<file path="src/rtl/clksel_pkg.sv">
package clksel_pkg;

    localparam int DATA_W = 8;
    localparam int BW_W   = 4;
    localparam int SEL_W  = 2;
    localparam int RSV_W  = DATA_W - BW_W;

    localparam logic [BW_W-1:0]  BW_RST      = 4'h4;
    localparam logic [RSV_W-1:0] BW_RSV_PAT  = 4'h2;
    localparam logic [RSV_W-1:0] SEL_RSV_PAT = 4'h5;

    localparam logic ADDR_BW  = 1'b0;
    localparam logic ADDR_SEL = 1'b1;

    localparam logic [1:0] MODE_MANUAL = 2'b00;

    typedef enum logic [SEL_W-1:0] {
        SRC_IN1 = 2'b00,
        SRC_IN2 = 2'b01,
        SRC_IN3 = 2'b10,
        SRC_IN4 = 2'b11
    } src_e;

    typedef struct packed {
        src_e ksel;
        logic hold;
        logic squelch;
    } sel_ctl_t;

    typedef struct packed {
        logic       pin_mode;
        src_e       pin_pick;
        logic [1:0] mode;
        src_e       auto_pick;
    } sel_in_t;

    localparam sel_ctl_t CTL_RST = '{ksel: SRC_IN1, hold: 1'b0, squelch: 1'b0};

    function automatic src_e pick_source(sel_ctl_t c, sel_in_t i, src_e prev);
        src_e r;
        if (c.hold)                   r = prev;
        else if (i.pin_mode)          r = i.pin_pick;
        else if (i.mode == MODE_MANUAL) r = c.ksel;
        else                          r = i.auto_pick;
        return r;
    endfunction

endpackage

</file>
<file path="src/rtl/clksel_regs.sv">
module clksel_regs
    import clksel_pkg::*;
(
    input  logic              clk,
    input  logic              rst,
    input  logic              wr_en,
    input  logic              addr,
    input  logic [DATA_W-1:0] wdata,
    output logic [DATA_W-1:0] rdata,
    output sel_ctl_t          ctl_q,
    output logic [BW_W-1:0]   bw_wr_q
);

    always_ff @(posedge clk) begin
        if (rst) begin
            ctl_q   <= CTL_RST;
            bw_wr_q <= BW_RST;
        end else if (wr_en) begin
            if (addr == ADDR_SEL)
                ctl_q <= sel_ctl_t'(wdata[DATA_W-1 -: 4]);
            else
                bw_wr_q <= wdata[DATA_W-1 -: BW_W];
        end
    end

    always_comb begin
        if (addr == ADDR_SEL)
            rdata = {ctl_q, SEL_RSV_PAT};
        else
            rdata = {bw_wr_q, BW_RSV_PAT};
    end

endmodule

</file>
<file path="src/rtl/clksel_route.sv">
module clksel_route
    import clksel_pkg::*;
(
    input  logic     clk,
    input  logic     rst,
    input  sel_ctl_t ctl,
    input  sel_in_t  src_in,
    input  logic     cal_active,
    output src_e     act_q,
    output logic     hold_q,
    output logic     en_q
);

    src_e act_d;

    always_comb begin
        act_d = pick_source(ctl, src_in, act_q);
    end

    always_ff @(posedge clk) begin
        if (rst) begin
            act_q  <= SRC_IN1;
            hold_q <= 1'b0;
            en_q   <= 1'b1;
        end else begin
            act_q  <= act_d;
            hold_q <= ctl.hold;
            en_q   <= !(ctl.squelch && cal_active);
        end
    end

endmodule

</file>
<file path="src/rtl/clksel_bw_apply.sv">
module clksel_bw_apply
    import clksel_pkg::*;
(
    input  logic            clk,
    input  logic            rst,
    input  logic [BW_W-1:0] pending,
    input  logic            cal_done,
    output logic [BW_W-1:0] applied_q
);

    always_ff @(posedge clk) begin
        if (rst)
            applied_q <= BW_RST;
        else if (cal_done)
            applied_q <= pending;
    end

endmodule

</file>
<file path="src/rtl/clksel_ctrl.sv">
module clksel_ctrl
    import clksel_pkg::*;
(
    input  logic        clk,
    input  logic        rst,
    input  logic        reg_wr,
    input  logic        reg_addr,
    input  logic [7:0]  reg_wdata,
    output logic [7:0]  reg_rdata,
    input  logic        pin_mode,
    input  logic [1:0]  sel_pins,
    input  logic [1:0]  auto_mode,
    input  logic [1:0]  auto_pick,
    input  logic        cal_active,
    input  logic        cal_done,
    output logic [1:0]  act_sel,
    output logic        hold_o,
    output logic        out_en,
    output logic [3:0]  bw_code
);

    sel_ctl_t        ctl_q;
    logic [BW_W-1:0] bw_wr_q;
    sel_in_t         src_in;
    src_e            act_q;

    assign src_in = '{pin_mode: pin_mode, pin_pick: src_e'(sel_pins),
                      mode: auto_mode, auto_pick: src_e'(auto_pick)};

    clksel_regs regs_i (
        .clk(clk), .rst(rst), .wr_en(reg_wr), .addr(reg_addr),
        .wdata(reg_wdata), .rdata(reg_rdata), .ctl_q(ctl_q), .bw_wr_q(bw_wr_q)
    );

    clksel_route route_i (
        .clk(clk), .rst(rst), .ctl(ctl_q), .src_in(src_in),
        .cal_active(cal_active), .act_q(act_q), .hold_q(hold_o), .en_q(out_en)
    );

    clksel_bw_apply bw_i (
        .clk(clk), .rst(rst), .pending(bw_wr_q), .cal_done(cal_done),
        .applied_q(bw_code)
    );

    assign act_sel = act_q;

endmodule

</file>
<file path="config.mk">
export PLATFORM = sky130hd
export DESIGN_NAME = clksel_ctrl
export DESIGN_NICKNAME = d
export VERILOG_FILES = /design/src/rtl/clksel_pkg.sv /design/src/rtl/clksel_regs.sv /design/src/rtl/clksel_route.sv /design/src/rtl/clksel_bw_apply.sv /design/src/rtl/clksel_ctrl.sv
export SDC_FILE = /design/constraint.sdc
export NUM_CORES = 1
export LEC_CHECK = 0
export BUFFER_PORTS_ARGS = -buffer_cell sky130_fd_sc_hd__buf_4
export CORE_MARGIN = 2
export CORE_UTILIZATION = 38
export DETAILED_ROUTE_END_ITERATION = 12
export GPL_TIMING_DRIVEN = 0
export PLACE_DENSITY = 0.79
export REMOVE_ABC_BUFFERS = 1
export SLEW_MARGIN = 40
export SYNTH_ARGS = -nofsm -noshare
export SYNTH_HDL_FRONTEND = slang
export SYNTH_SLANG_ARGS = --single-unit
</file>
<file path="constraint.sdc">
create_clock -name clk -period 1 [get_ports clk]
set_clock_uncertainty 0.15 [all_clocks]
set_input_delay 0 -clock clk [delete_from_list [all_inputs] [get_ports clk]]
set_output_delay 0 -clock clk [all_outputs]
set_load 0.01 [all_outputs]
</file>
### Word-level counts from Yosys, hierarchy flattened

Index checks and enable logic that the tools add are counted.

| cells by class | value |
|---|---|
| muxes and demuxes | 3 |
| reductions and logical operators | 5 |
| bitwise operators | 1 |

Operators by type and width:

| cell | number |
|---|---|
| $mux W8 | 1 |
| $mux W2 | 2 |
| $reduce_and A2 Y1 | 2 |
| $logic_not A2 Y1 | 1 |
| $logic_and A1 B1 Y1 | 1 |
| $logic_not A1 Y1 | 1 |
| $not A1 Y1 | 1 |

| storage, ports and cells | value |
|---|---|
| input port bits | 21 |
| word-level logic and storage cells | 17 |
| output and inout bits | 16 |
| flip-flop bits (word level) | 16 |

### Logic depth before layout (Yosys ltp)

| logic depth | value |
|---|---|
| word-level depth | 3 |
| depth in mapped cells | 4 |
| gate-level depth less buffers | 3 |

### Cells and area by module

A second synthesis with hierarchy kept.

| second synthesis, totals | value |
|---|---|
| cells, all modules | 76 |
| area total of the unflattened synthesis | 758.2 µm² |

Modules (own cells, without submodules):

| module | sequential area each (µm²) | area each (µm²) | times used | cells an instance |
|---|---|---|---|---|
| clksel_regs | 160.2 | 449.2 | 1 | 44 |
| clksel_route | 80.1 | 165.2 | 1 | 19 |
| clksel_bw_apply | 80.1 | 143.9 | 1 | 13 |

### Worst setup path after synthesis

Ideal clock, no wire load.

| timing | value |
|---|---|
| kind | register -> register |
| start point | register, netlist name regs_i.bw_wr_q[2] |
| end point | register regs_i.bw_wr_q[2] |
| cell stages (with the launch flop) | 3 |
| setup time | 0.120 ns |
| data arrival time | 0.670 ns |
| data required time | 0.730 ns |
| period minus slack after synthesis | 0.940 ns |
| buffers on the path | 0 |
| setup slack | 0.060 ns |
| cell sequence | dfxtp_1 > nor2b_2 > a211o_1 |

RTL lines:

| element | RTL line | text |
|---|---|---|
| end signal, assigned | clksel_regs.sv:22 | `bw_wr_q <= wdata[DATA_W-1 -: BW_W];` |
| end, declared | clksel_regs.sv:11 | `output logic [BW_W-1:0] bw_wr_q` |

### Final worst setup path

| timing | value |
|---|---|
| start point | register, netlist name regs_i.ctl_q[1] |
| end point | output reg_rdata[5] |

| on the way | value |
|---|---|
| word-level cells in the longest chain between the ends | 1 |

Ends and longest elaborated chain:

| element | RTL line | text |
|---|---|---|
| $mux W8 | clksel_regs.sv:27 | `if (addr == ADDR_SEL)` |
| end, declared | clksel_ctrl.sv:9 | `output logic [7:0] reg_rdata,` |

Every way passes these cells.

==> results.ini <==
[status]
status=finished with violations
failed_checks=negative hold slack, negative setup slack

[worst_setup_path]
endpoint=reg_rdata[5]
crit_arrival_ps=1020
ff2ff_path_depth=3
crit_cells=2
cp_slowest_cell=dfxtp_4
cp_top_family=flip-flops
critical_path.cell_chain=mux2_4 > buf_6
r2r-start=regs_i.ctl_q[1]$_SDFFE_PP0P_
r2r_slack_ps=-90
cp-end-kind=output pin
startpoint=regs_i.ctl_q[1]$_SDFFE_PP0P_
crit_required_ps=850
r2r_end=route_i.act_q[1]$_SDFFE_PP0N_
crit_path_start_kind=register
max_stage_delay_ps=360
critPathMaxFanout=4
crit_buf_inv=1
path_class=register to output pin

[clock_network]
numCtsBuffers=3
clk_root_buffer_cell=clkbuf_4
htreeDepth=1
clock_latency_ps=270
clk_pin_slew_worst_paths_ps=80
cts_tree=built
clock_path_buffers=2
clock_sinks=16

[routing]
drtIter0Drc=2
dr.pass1.iters=2
ant_nets=0
wl_mm=1.74
via_per_inst=4.79
vias=670
drcViolationCount=0
wire_per_inst_um=12.4

[timing]
finalHoldWorstSlack_ps=-125
fmax_ghz=0.857
rsz0062_at_grt=true
period_minus_slack_ps=1170
period_share_pct=117
finalMaxSlewViolations=0
finalHoldViolCount=16
fin_ws_ps=-167
setup_viol=11

[power_and_ir_drop]
irDropWorstVdd_v=0.000822
power_leakage_nw=0.515
p_per_area_nw_per_um2=1170

[logic_synthesis]
netlist_instances=75
synth_top_area_cell=dfxtp_1
netlist_area_sq_um=688
synth_area_leaders=dfxtp_1, mux2i_1, mux2_2
synth_top_area_share_pct=46.5
avgSynthCellArea_sq_um=9.18
ys_warn_count=0
ys_ff_latch=16
yosysSeqAreaShare_pct=46.5
synth.distinct_cells=22

[job]
drv_cap=0

[floorplan]
die_width_um=46.6
initial_core_util_pct=40.3
die_area_sq_um=2170
num_rows=15
ios=37
core-area_sq_um=1710
fp.dieH_um=46.6

[grt]
grt_max_degree=18
grt_util_all_layers_pct=17.1
grt_overflow=0
grt_pass1_vias=607
antenna_found_initial=0
grt_first_pass_wirelength_mm=2.64

[layout]
nets=138
fin_area_sq_um=1120
diodes=0
post-route-util_pct=65.4
drive_above_1_share_pct=49.6
area_growth_syn_to_layout_pct=62.4
fin_cells=140

[place]
gp_congestion=0.767
placedCellCount=123
place_area_sq_um=901
port_buffers=31
place_hpwl_mm=1.14

[min_path]
worst_hold_path_type=input pin to register

-- cell type report --
cell class                      count  area [sq um]
Clock buffer                        3          22.5
Multi-Input combinational cell     49           349
Timing Repair Buffer               45           374
Sequential cell                    16           333
Fill cell                         133           591
Tap cell                           25          31.3
Inverter                            2          7.51
-- metal layers --
layer | GRT usage, % | wire [um] | share of wire [%]
met5 | 0 | 0 | 0
met4 | 6.86 | 15 | 0.86
met3 | 5.10 | 113 | 6.5
met2 | 26.1 | 864 | 50
met1 | 22.4 | 744 | 43
-- stage by stage --
stage | setup TNS, ps | power [W] | setup slack (ps) | hold slack, ps
6_report | -1020 | 0.00131 | -167 | -125
3_3_place_gp | -135 | 0.000917 | -68.7 | 48.6
2_1_floorplan | 0 | 0.000784 | 55.2 | -150
5_1_grt | -1530 | 0.00138 | -201 | -130
3_5_place_dp | -259 | 0.000923 | -81.2 | 50.9
4_1_cts | -818 | 0.00130 | -171 | -146
-- flip-flops by register name (all words and copies together) (netlist names) --
name	cells
regs_i.bw_wr_q	4
route_i.hold_q	1
route_i.act_q	2
regs_i.ctl_q	4
route_i.en_q	1
bw_i.applied_q	4
-- layout by cell type, fill, tap and decap left out --
cell,Yosys,routed
buf_4,3,33
nor2_1,8,8
dfxtp_1,16,8
nand2_1,7,7
dlygate4sd3_1,0,7
dfxtp_2,0,7
mux2i_1,6,6
buf_6,1,5
mux2_4,0,4
nand3_1,4,4
a21oi_1,4,4
clkbuf_4,0,3
nor2b_1,2,2
nor3_1,2,2
nor4_2,0,2
inv_1,2,2
a211o_1,2,2
nand3b_1,1,1
o21ai_0,2,1
o32ai_1,2,1
and2b_1,1,1
o21ai_1,0,1
o32ai_2,0,1
nor2b_4,0,1
conb_1,1,1
dfxtp_4,0,1
-- worst min-delay path by stage --
stage	startpoint	endpoint	slack (ps)	cells after the start
after global routing	rst	regs_i.bw_wr_q[0]$_SDFFE_PP0P_	-130	2
after global placement	cal_active	route_i.en_q$_SDFF_PP1_	50	2
after floorplan	reg_addr	reg_rdata[0]	-150	0
after detailed placement	cal_active	route_i.en_q$_SDFF_PP1_	50	2
final	rst	regs_i.ctl_q[3]$_SDFFE_PP0P_	-120	2
after CTS	rst	regs_i.ctl_q[0]$_SDFFE_PP0P_	-150	2
-- synthesized netlist by cell type (all sizes together) --
library cell and number:
nor2 8, nor3 2, clkbuf 2, nand3b 1, o21ai 2, buf 6
o32ai 2, nand2 7, nor4 2, and2b 1, a211o 2, conb 1
mux2i 6, a21oi 4, nand3 4, nor2b 3, inv 2, dfxtp 16
mux2 4
-- timing repair --
item	CTS	global route
resized for setup	20	3
buffers inserted	6	1
hold buffers	6	1
pin swaps	5	2
endpoints found under the setup margin	6	7
endpoints found under the hold margin	16	16
-- cells by family after synthesis --
kind of cell / synth area share [%]
buf+inv: 8.55
compound gates: 9.46
flops: 46.5
other cells: 0.545
mux: 15.3
simple gates: 19.6
-- where the power goes --
group	switching, W	internal, W	total (W)
clock network	0.000184	0.000139	0.000323
registers	0.0000182	0.000669	0.000687
logic	0.000121	0.000177	0.000297
(Power assumes the default switching activity.)
